File: src/rtl/acc_ctl_pkg.sv
package acc_ctl_pkg;

   localparam int NUM_INSTR = 8;
   localparam int NUM_PHASE = 4;
   localparam int CODE_W    = $clog2(NUM_INSTR);

   localparam int I_NOP = 0;
   localparam int I_HLT = 1;
   localparam int I_LDA = 2;
   localparam int I_STA = 3;
   localparam int I_JMP = 4;
   localparam int I_BEZ = 5;
   localparam int I_AND = 6;
   localparam int I_ADD = 7;

   localparam int P0 = 0;
   localparam int P1 = 1;
   localparam int P2 = 2;
   localparam int P3 = 3;

   typedef enum logic [1:0] {PH_0 = 2'd0, PH_1 = 2'd1, PH_2 = 2'd2, PH_3 = 2'd3} phase_t;

   typedef struct packed {
      logic mem_wr;
      logic mem_drive;
      logic alu_drive;
      logic pc_drive;
      logic ma_drive;
      logic alu_s0;
      logic alu_cin;
      logic alu_logic;
      logic pc_load;
      logic a_load;
      logic b_load;
      logic ma_load;
      logic ir_load;
      logic pc_inc;
      logic halt;
   } ctl_t;

endpackage

File: src/rtl/acc_ctl_decode.sv
module acc_ctl_decode
   import acc_ctl_pkg::*;
#(
   parameter int OP_W = 4
) (
   input  logic [OP_W-1:0]      op,
   output logic [NUM_INSTR-1:0] instr
);

   logic in_range;

   generate
      if (OP_W > CODE_W) begin : g_wide
         assign in_range = ~|op[OP_W-1:CODE_W];
      end else begin : g_exact
         assign in_range = 1'b1;
      end
   endgenerate

   // code zero and every out-of-range code fold onto the no-op line
   assign instr[I_NOP] = (op[CODE_W-1:0] == '0) | ~in_range;

   generate
      for (genvar i = 1; i < NUM_INSTR; i++) begin : g_line
         assign instr[i] = in_range & (op[CODE_W-1:0] == CODE_W'(i));
      end
   endgenerate

endmodule

File: src/rtl/acc_ctl_seq.sv
module acc_ctl_seq
   import acc_ctl_pkg::*;
#(
   parameter bit ONE_HOT = 1'b1
) (
   input  logic                 clk,
   input  logic                 rst_n,
   input  logic [NUM_INSTR-1:0] instr,
   output logic [NUM_PHASE-1:0] tm,
   output logic                 stop
);

   logic                 halted_q;
   logic                 hold;
   logic                 two_step;
   logic [NUM_PHASE-1:0] nxt;

   assign two_step = instr[I_AND] | instr[I_ADD];
   assign hold     = halted_q | (tm[P2] & instr[I_HLT]);
   assign stop     = hold;

   always_comb begin
      nxt     = '0;
      nxt[P1] = tm[P0];
      nxt[P2] = tm[P1] & ~instr[I_NOP];
      nxt[P3] = tm[P2] & two_step;
      nxt[P0] = (tm[P1] & instr[I_NOP]) | (tm[P2] & ~two_step) | tm[P3];
   end

   always_ff @(posedge clk or negedge rst_n) begin
      if (!rst_n)                      halted_q <= 1'b0;
      else if (tm[P2] & instr[I_HLT])  halted_q <= 1'b1;
   end

   generate
      if (ONE_HOT) begin : g_onehot
         logic [NUM_PHASE-1:0] oh_q;
         always_ff @(posedge clk or negedge rst_n) begin
            if (!rst_n)    oh_q <= NUM_PHASE'(1);
            else if (!hold) oh_q <= nxt;
         end
         assign tm = oh_q;
      end else begin : g_binary
         phase_t ph_q;
         phase_t ph_d;
         always_comb begin
            ph_d = PH_0;
            if (nxt[P1]) ph_d = PH_1;
            if (nxt[P2]) ph_d = PH_2;
            if (nxt[P3]) ph_d = PH_3;
         end
         always_ff @(posedge clk or negedge rst_n) begin
            if (!rst_n)     ph_q <= PH_0;
            else if (!hold) ph_q <= ph_d;
         end
         always_comb begin
            tm       = '0;
            tm[ph_q] = 1'b1;
         end
      end
   endgenerate

endmodule

File: src/rtl/acc_ctl_points.sv
module acc_ctl_points
   import acc_ctl_pkg::*;
(
   input  logic [NUM_PHASE-1:0] tm,
   input  logic [NUM_INSTR-1:0] instr,
   input  logic                 zero,
   input  logic                 stop,
   output ctl_t                 ctl
);

   logic [NUM_INSTR-1:0] s2;
   logic [NUM_INSTR-1:0] s3;
   logic                 run;
   logic                 take;

   // micro-steps: execute phase ANDed with each instruction line
   assign s2   = instr & {NUM_INSTR{tm[P2]}};
   assign s3   = instr & {NUM_INSTR{tm[P3]}};
   assign run  = ~stop;
   assign take = s2[I_JMP] | (s2[I_BEZ] & zero);

   always_comb begin
      ctl           = '0;
      ctl.halt      = stop;
      ctl.pc_drive  = run & tm[P0];
      ctl.ma_load   = run & (tm[P0] | tm[P1]);
      ctl.ir_load   = run & tm[P1];
      ctl.pc_inc    = run & tm[P1];
      ctl.mem_drive = run & (tm[P1] | s2[I_LDA] | s2[I_AND] | s2[I_ADD]);
      ctl.a_load    = run & (s2[I_LDA] | s3[I_AND] | s3[I_ADD]);
      ctl.b_load    = run & (s2[I_AND] | s2[I_ADD]);
      ctl.alu_drive = run & (s2[I_STA] | s3[I_AND] | s3[I_ADD]);
      ctl.alu_logic = run & (s2[I_STA] | s3[I_AND]);
      ctl.alu_s0    = run & (s3[I_AND] | s3[I_ADD]);
      ctl.alu_cin   = 1'b0;
      ctl.mem_wr    = run & s2[I_STA];
      ctl.ma_drive  = run & take;
      ctl.pc_load   = run & take;
   end

endmodule

File: src/rtl/acc_ctl.sv
module acc_ctl
   import acc_ctl_pkg::*;
#(
   parameter int OP_W          = 4,
   parameter bit ONE_HOT_STATE = 1'b1
) (
   input  logic            clk,
   input  logic            rst_n,
   input  logic [OP_W-1:0] ir_op,
   input  logic            acc_zero,
   output logic            mem_wr,
   output logic            mem_drive,
   output logic            alu_drive,
   output logic            pc_drive,
   output logic            ma_drive,
   output logic            alu_s0,
   output logic            alu_cin,
   output logic            alu_logic,
   output logic            pc_load,
   output logic            a_load,
   output logic            b_load,
   output logic            ma_load,
   output logic            ir_load,
   output logic            pc_inc,
   output logic            halt
);

   generate
      if (OP_W < CODE_W) begin : g_bad_width
         $error("acc_ctl: OP_W must cover all instruction codes");
      end
   endgenerate

   logic [NUM_INSTR-1:0] instr;
   logic [NUM_PHASE-1:0] tm;
   logic                 stop;
   ctl_t                 ctl;

   acc_ctl_decode #(.OP_W(OP_W)) u_dec (
      .op    (ir_op),
      .instr (instr)
   );

   acc_ctl_seq #(.ONE_HOT(ONE_HOT_STATE)) u_seq (
      .clk   (clk),
      .rst_n (rst_n),
      .instr (instr),
      .tm    (tm),
      .stop  (stop)
   );

   acc_ctl_points u_pts (
      .tm    (tm),
      .instr (instr),
      .zero  (acc_zero),
      .stop  (stop),
      .ctl   (ctl)
   );

   assign mem_wr    = ctl.mem_wr;
   assign mem_drive = ctl.mem_drive;
   assign alu_drive = ctl.alu_drive;
   assign pc_drive  = ctl.pc_drive;
   assign ma_drive  = ctl.ma_drive;
   assign alu_s0    = ctl.alu_s0;
   assign alu_cin   = ctl.alu_cin;
   assign alu_logic = ctl.alu_logic;
   assign pc_load   = ctl.pc_load;
   assign a_load    = ctl.a_load;
   assign b_load    = ctl.b_load;
   assign ma_load   = ctl.ma_load;
   assign ir_load   = ctl.ir_load;
   assign pc_inc    = ctl.pc_inc;
   assign halt      = ctl.halt;

endmodule

File: config.mk
export PLATFORM = sky130hd
export DESIGN_NAME = acc_ctl
export DESIGN_NICKNAME = d
export VERILOG_FILES = /design/src/rtl/acc_ctl_pkg.sv /design/src/rtl/acc_ctl_decode.sv /design/src/rtl/acc_ctl_seq.sv /design/src/rtl/acc_ctl_points.sv /design/src/rtl/acc_ctl.sv
export SDC_FILE = /design/constraint.sdc
export NUM_CORES = 1
export LEC_CHECK = 0
export BUFFER_PORTS_ARGS = -buffer_cell sky130_fd_sc_hd__clkbuf_2
export CAP_MARGIN = 0
export CORE_MARGIN = 10
export CORE_UTILIZATION = 30
export CTS_CLUSTER_DIAMETER = 30
export DETAILED_ROUTE_END_ITERATION = 7
export GPL_TIMING_DRIVEN = 0
export PLACE_DENSITY = 0.62
export SYNTH_ARGS = -nofsm -noshare
export SYNTH_HDL_FRONTEND = slang
export SYNTH_HIERARCHICAL = 1
export SYNTH_SLANG_ARGS = --single-unit
File: constraint.sdc
create_clock -name clk -period 1.4 [get_ports clk]
set_input_delay 0.14 -clock clk [delete_from_list [all_inputs] [get_ports clk]]
set_output_delay 0.14 -clock clk [all_outputs]
set_load 0.05 [all_outputs]
After elaboration in Yosys (flattened, before gate mapping). Cells that the tools add are included.

Logic and storage cells: 56. Output and inout bits: 15. Input bits: 7. Register bits after elaboration: 5.

Eq/ne operators: 7. Bitwise logic cells: 45. Reductions and logical operators: 2.

Operators by type and width (count): bitwise AND 1 bit (24); bitwise AND 8 bit (2); OR 1 bit (16); equality test 3 bit, second input constant (4); equality test 3 x 2 -> 1 bit, second input constant (2); equality test 3 x 1 -> 1 bit, second input constant (1); zero test 3 bit (1); NOT 1 bit (3); zero test 1 bit (1).

Longest topological paths before layout.
Word-level depth: 7. Mapped depth: 8. Depth with buffers taken out: 5.

Hierarchy. The synthesis kept the hierarchy.

By module, submodules not included: acc_ctl_seq (sequential area each 126.4 um^2, area an instance 226.5 um^2, cells each 20, instances 1); acc_ctl_points (sequential area each 0.0 um^2, area an instance 158.9 um^2, cells each 27, instances 1); acc_ctl_decode (sequential area each 0.0 um^2, area an instance 65.1 um^2, cells each 13, instances 1).

Worst setup path before layout. Ideal clock, no wire load.

Path kind: reg2out. From: reg u_seq.g_onehot.oh_q[2], in the netlist u_seq/tm[2]. To: out ma_drive. Slack: -0.806 ns. Path buffers: 3. Required time: 1.260 ns. Arrival time: 2.066 ns. Cell stages (with the launch flop): 7. Path through: dfrtp_1 a21o_1 buf_6 buf_6 nand2b_4 nor2_1 buf_4.

Word-level cells in the longest chain between the ends: 4. Elaborated cells between the ends (all ways): 7. Those cells by class: bitwise: 7.

RTL lines: from (decl) (line acc_ctl_seq.sv:37) `logic [NUM_PHASE-1:0] oh_q;`; from (signal assigned) (line acc_ctl_seq.sv:40) `else if (!hold) oh_q <= nxt;`; bitwise AND 1 bit (line acc_ctl_seq.sv:19) `assign hold = halted_q | (tm[P2] & instr[I_HLT]);`; OR 1 bit (line acc_ctl_seq.sv:19); named net stop (line acc_ctl.sv:36) `logic stop;`; NOT 1 bit (line acc_ctl_points.sv:19) `assign run = ~stop;`; bitwise AND 1 bit; to (decl) (line acc_ctl.sv:15) `output logic ma_drive,`.

The timed path passes the listed nets, and every way through them passes these cells.

Final worst setup path.
From: reg u_seq.g_onehot.oh_q[2], in the netlist u_seq/tm[2]. To: out ir_load.

Word-level cells in the longest chain between the ends: 4.

RTL lines: bitwise AND 1 bit (line acc_ctl_seq.sv:19); OR 1 bit (line acc_ctl_seq.sv:19); named net stop (line acc_ctl.sv:36); NOT 1 bit (line acc_ctl_points.sv:19); bitwise AND 1 bit (line acc_ctl_points.sv:27) `ctl.ir_load = run & tm[P1];`; to (decl) (line acc_ctl.sv:23) `output logic ir_load,`.

The timed path passes the listed nets, and every way through them passes these cells.

==> flow_results.org <==
** Outcome
- Status :: finished with violations
- Failing checks :: setup timing

** Route
- Via count of the routed design :: 512
- Detail-routed via count per cell :: 4.88
- In the final routed layout, each cell accounts on average for 13.0 µm.
- After detailed routing, the number of remaining DRC violations is 0.
- Routed Antenna Nets :: 0
- WL final :: 1360 µm
- Violation count after the first detailed-routing iteration :: 2
- For this run, the detailed router's first-pass iteration total came to 3.

** Setup path
- Kind of critical path :: reg -> out
- The worst register-to-register path has a depth of 3.
- Counting buffers and inverters, the worst setup path is 6 cells deep.
- The largest single stage delay on the critical path is 0.40 ns.
- STA puts the critical path data arrival time at 1.48 ns.
- Slowest stage cell on the critical path :: sky130_fd_sc_hd__dfrtp_2
- The number of buffers and inverters on the critical path is 4.
- On the critical path the largest part of the delay comes from buffers and inverters.
- Cell repeated most along the worst path :: sky130_fd_sc_hd__buf_12
- Data required time of the critical path :: 1.26 ns
- CP endpoint kind :: output port
- List of cells traversed by the critical path :: a21o_4 > buf_12 > buf_12 > nor2b_4 > buf_6 > clkbuf_16
- Along the worst path, the maximum fanout reaches 3.
- Kind of start point of the critical path :: flop

** Final layout
- The area growth from synthesis to layout is 109%.
- The count of cells in the finished layout, fillers not included, comes to 105.
- After routing the design area is 942 µm².
- In the layout the commonest cells are sky130_fd_sc_hd__buf_8 (9), sky130_fd_sc_hd__buf_4 (7), sky130_fd_sc_hd__clkbuf_2 (6), sky130_fd_sc_hd__nand2_1 (6), sky130_fd_sc_hd__nor2_4 (6).
- Layout cells sized above 1 :: 64.4%
- Fin util :: 69.8%
- Antenna cell count :: 0
- Most common cell after layout, fill and taps aside :: sky130_fd_sc_hd__buf_8
- After the last flow step, the layout net total stands at 98.

** Clock tree
- TritonCTS built the clock tree.
- H-tree Lvls :: 1
- Clk pin slew, worst setup/hold paths :: 0.04 ns
- Number of sinks driven by the clock tree :: 5
- The number of clock buffers added by TritonCTS is 3.
- The clock reaches the later pin of the worst-skew pair after 0.23 ns.
- In this run the deepest clock path goes through 2 buffers.
- Clock tree synthesis selected as its root buffer the cell sky130_fd_sc_hd__clkbuf_4.

** Floorplanning
- Die Area :: 0.00345 mm²
- Row generation in the floorplan step produced 13 rows.
- Ports :: 22
- Die Span Y :: 58.8 µm
- Area of the core :: 0.00135 mm²
- The floorplan step set the die width to 58.8 µm.
- For this configuration, the core starts out at a cell density of 33.4%.

** Power and ir drop
- For this design the static power due to leakage is 0.000388 µW.
- The clock network burns 44.7% of the power.
- Highest ir drop seen on vdd :: 0.371 mV
- Combinational cells account for 14.3% of the total power.
- Of the total power, the share spent switching nets is 23.6%.
- Power dissipated by switching net loads :: 83.8 µW
- For this design the ratio of total power to cell area is 377 mW/mm².
- Internal portion of total power :: 271 µW
- The design draws 355 µW.
- Sequential fraction of design power :: 40.9%

** Global routing
- The number of global-route vias before repair is 511.
- Entering global routing, the biggest net connects 9 pins.
- Overall global routing resource usage :: 8.09%
- Wire length of the first global-routing pass :: 2260 µm
- For this run the aggregate overflow at the end of global routing stands at 0.
- Antenna violations before repair :: 0

** Logic synthesis
- Dividing the synthesized area by the synthesized cell count gives 7.51 µm².
- YS warnings :: 6
- Synth cell types :: 22
- Sequential cell area fraction in the yosys report :: 28.1%
- Cell area after technology mapping :: 450 µm²
- Mapped Nets :: 67
- Counting flops and latches in the post-synthesis netlist gives 5.
- Number of instances in the synthesized netlist :: 60

** STA
- Based on the critical path, the design can be clocked at up to 617 MHz.
- Number of pins exceeding their max-slew limit in the final report :: 0
- For the finished layout, the period the worst path requires is 1.62 ns.
- Post-route clock skew :: 0.00174 ns
- PnR worst setup slack :: -0.221 ns
- Setup repair after global routing missed its margin :: true
- Share of the clock period used by the worst path :: 116%
- The number of hold-slack violations in the final timing report was 0.
- Final setup vio count :: 14
- Hold timing on the final database bottoms out at a slack of 0.250 ns.

** Placement
- After legalization and detailed placement, the total HPWL measured 927 µm.
- Cell Count Post-Placement :: 95
- At the end of routability-driven placement, the weighted congestion stood at 0.801.
- Buffers placed on the I/O ports in this run total 20.
- The placed instances occupy a cell area of 628 µm².

** Flow run
- Number of max-cap violations :: 0

** Hold path
- Type of the most critical hold path :: in -> async
==> area by class of cell <==
class	count	area (µm²)
clock buffers	4	26.3
plain buffers	6	65.1
multi-input cells	48	379
fillers	100	408
repair buffers	27	325
flip-flops and latches	5	128
well taps	15	18.8
==> metal layers <==
layer / GRT usage (%) / vias to the layer above / share of wire (%)
met5: 0 / - / 0
li1: - / 264 / -
met3: 3.86 / 0 / 6.9
met4: 3.93 / 0 / 0
met1: 8.36 / 235 / 43
met2: 13.4 / 13 / 50
==> kinds of logic after synthesis <==
family | Yosys count | share of synthesized area [%]
and+or+nand+nor | 34 | 37.2
AOI/OAI and AO/OA | 12 | 17.2
buffers and inverters | 7 | 13.3
DFF | 5 | 28.1
muxes | 1 | 3.33
other | 1 | 0.833
==> final timing paths <==
| path | slack, ns | start | end |
|---|---|---|---|
| max in group asynchronous | 0.93 | rst_n | u_seq/tm[0] |
| worst max register to register | 0.20 | u_seq/tm[2] | u_seq/tm[1] |
| worst min-delay path | 0.25 | rst_n | u_seq/tm[3] |
| worst min register to register | 0.48 | u_seq/halted_q | u_seq/halted_q |
| worst max-delay path | -0.22 | u_seq/tm[2] | ir_load |
| min in group clk | 0.35 | ir_op[3] | u_seq/halted_q |
==> flip-flops by register name, indices dropped and copies added (netlist names) <==
register,flops
u_seq/halted_q,1
u_seq/tm,4
==> cell usage after synthesis <==
master | count | share of area [%]
sky130_fd_sc_hd__nand2_1 | 6 | 5.0
sky130_fd_sc_hd__o21ai_2 | 1 | 1.9
sky130_fd_sc_hd__a21o_1 | 1 | 1.7
sky130_fd_sc_hd__mux2_4 | 1 | 3.3
sky130_fd_sc_hd__nand2b_4 | 1 | 3.1
sky130_fd_sc_hd__nand2b_1 | 4 | 5.6
sky130_fd_sc_hd__nor2b_1 | 2 | 2.8
sky130_fd_sc_hd__nor4_1 | 1 | 1.4
sky130_fd_sc_hd__nor3_1 | 6 | 6.7
sky130_fd_sc_hd__dfstp_2 | 1 | 5.8
sky130_fd_sc_hd__nand2_2 | 1 | 1.4
sky130_fd_sc_hd__a21o_2 | 1 | 1.9
sky130_fd_sc_hd__or2_1 | 1 | 1.4
sky130_fd_sc_hd__conb_1 | 1 | 0.83
sky130_fd_sc_hd__a21oi_1 | 3 | 3.3
sky130_fd_sc_hd__a221oi_1 | 1 | 1.9
sky130_fd_sc_hd__o21ai_0 | 4 | 4.4
sky130_fd_sc_hd__buf_6 | 2 | 5.0
sky130_fd_sc_hd__buf_4 | 5 | 8.3
sky130_fd_sc_hd__nor2_1 | 12 | 10
sky130_fd_sc_hd__dfrtp_1 | 4 | 22
sky130_fd_sc_hd__a21oi_2 | 1 | 1.9
==> per-stage QoR <==
stage          setup TNS [ns]  worst slack, ns
5_1_grt                 -2.10           -0.263
6_report                -1.51           -0.221
3_3_place_gp            -1.82           -0.333
4_1_cts                 -3.14           -0.293
2_1_floorplan           -1.30           -0.281
3_5_place_dp            -1.80           -0.328
==> what timing repair did <==
action	in CTS	in global routing
resized for setup	37	20
endpoints found under the hold margin	5	0
buffers inserted	6	1
gates cloned	1	0
pin swaps	2	2
hold buffers	1	0
endpoints found under the setup margin	14	14
==> power by group through the flow <==
| stage | logic [µW] | registers [µW] | clock network, µW |
|---|---|---|---|
| after detailed placement | 43.2 | 147 | 0 |
| after floorplan | 25.3 | 147 | 0 |
| final | 50.9 | 145 | 159 |
| after global routing | 56.4 | 145 | 181 |
| after global placement | 42.9 | 147 | 0 |
| after CTS | 46.5 | 145 | 166 |
Power figures use the tool's default switching activity.
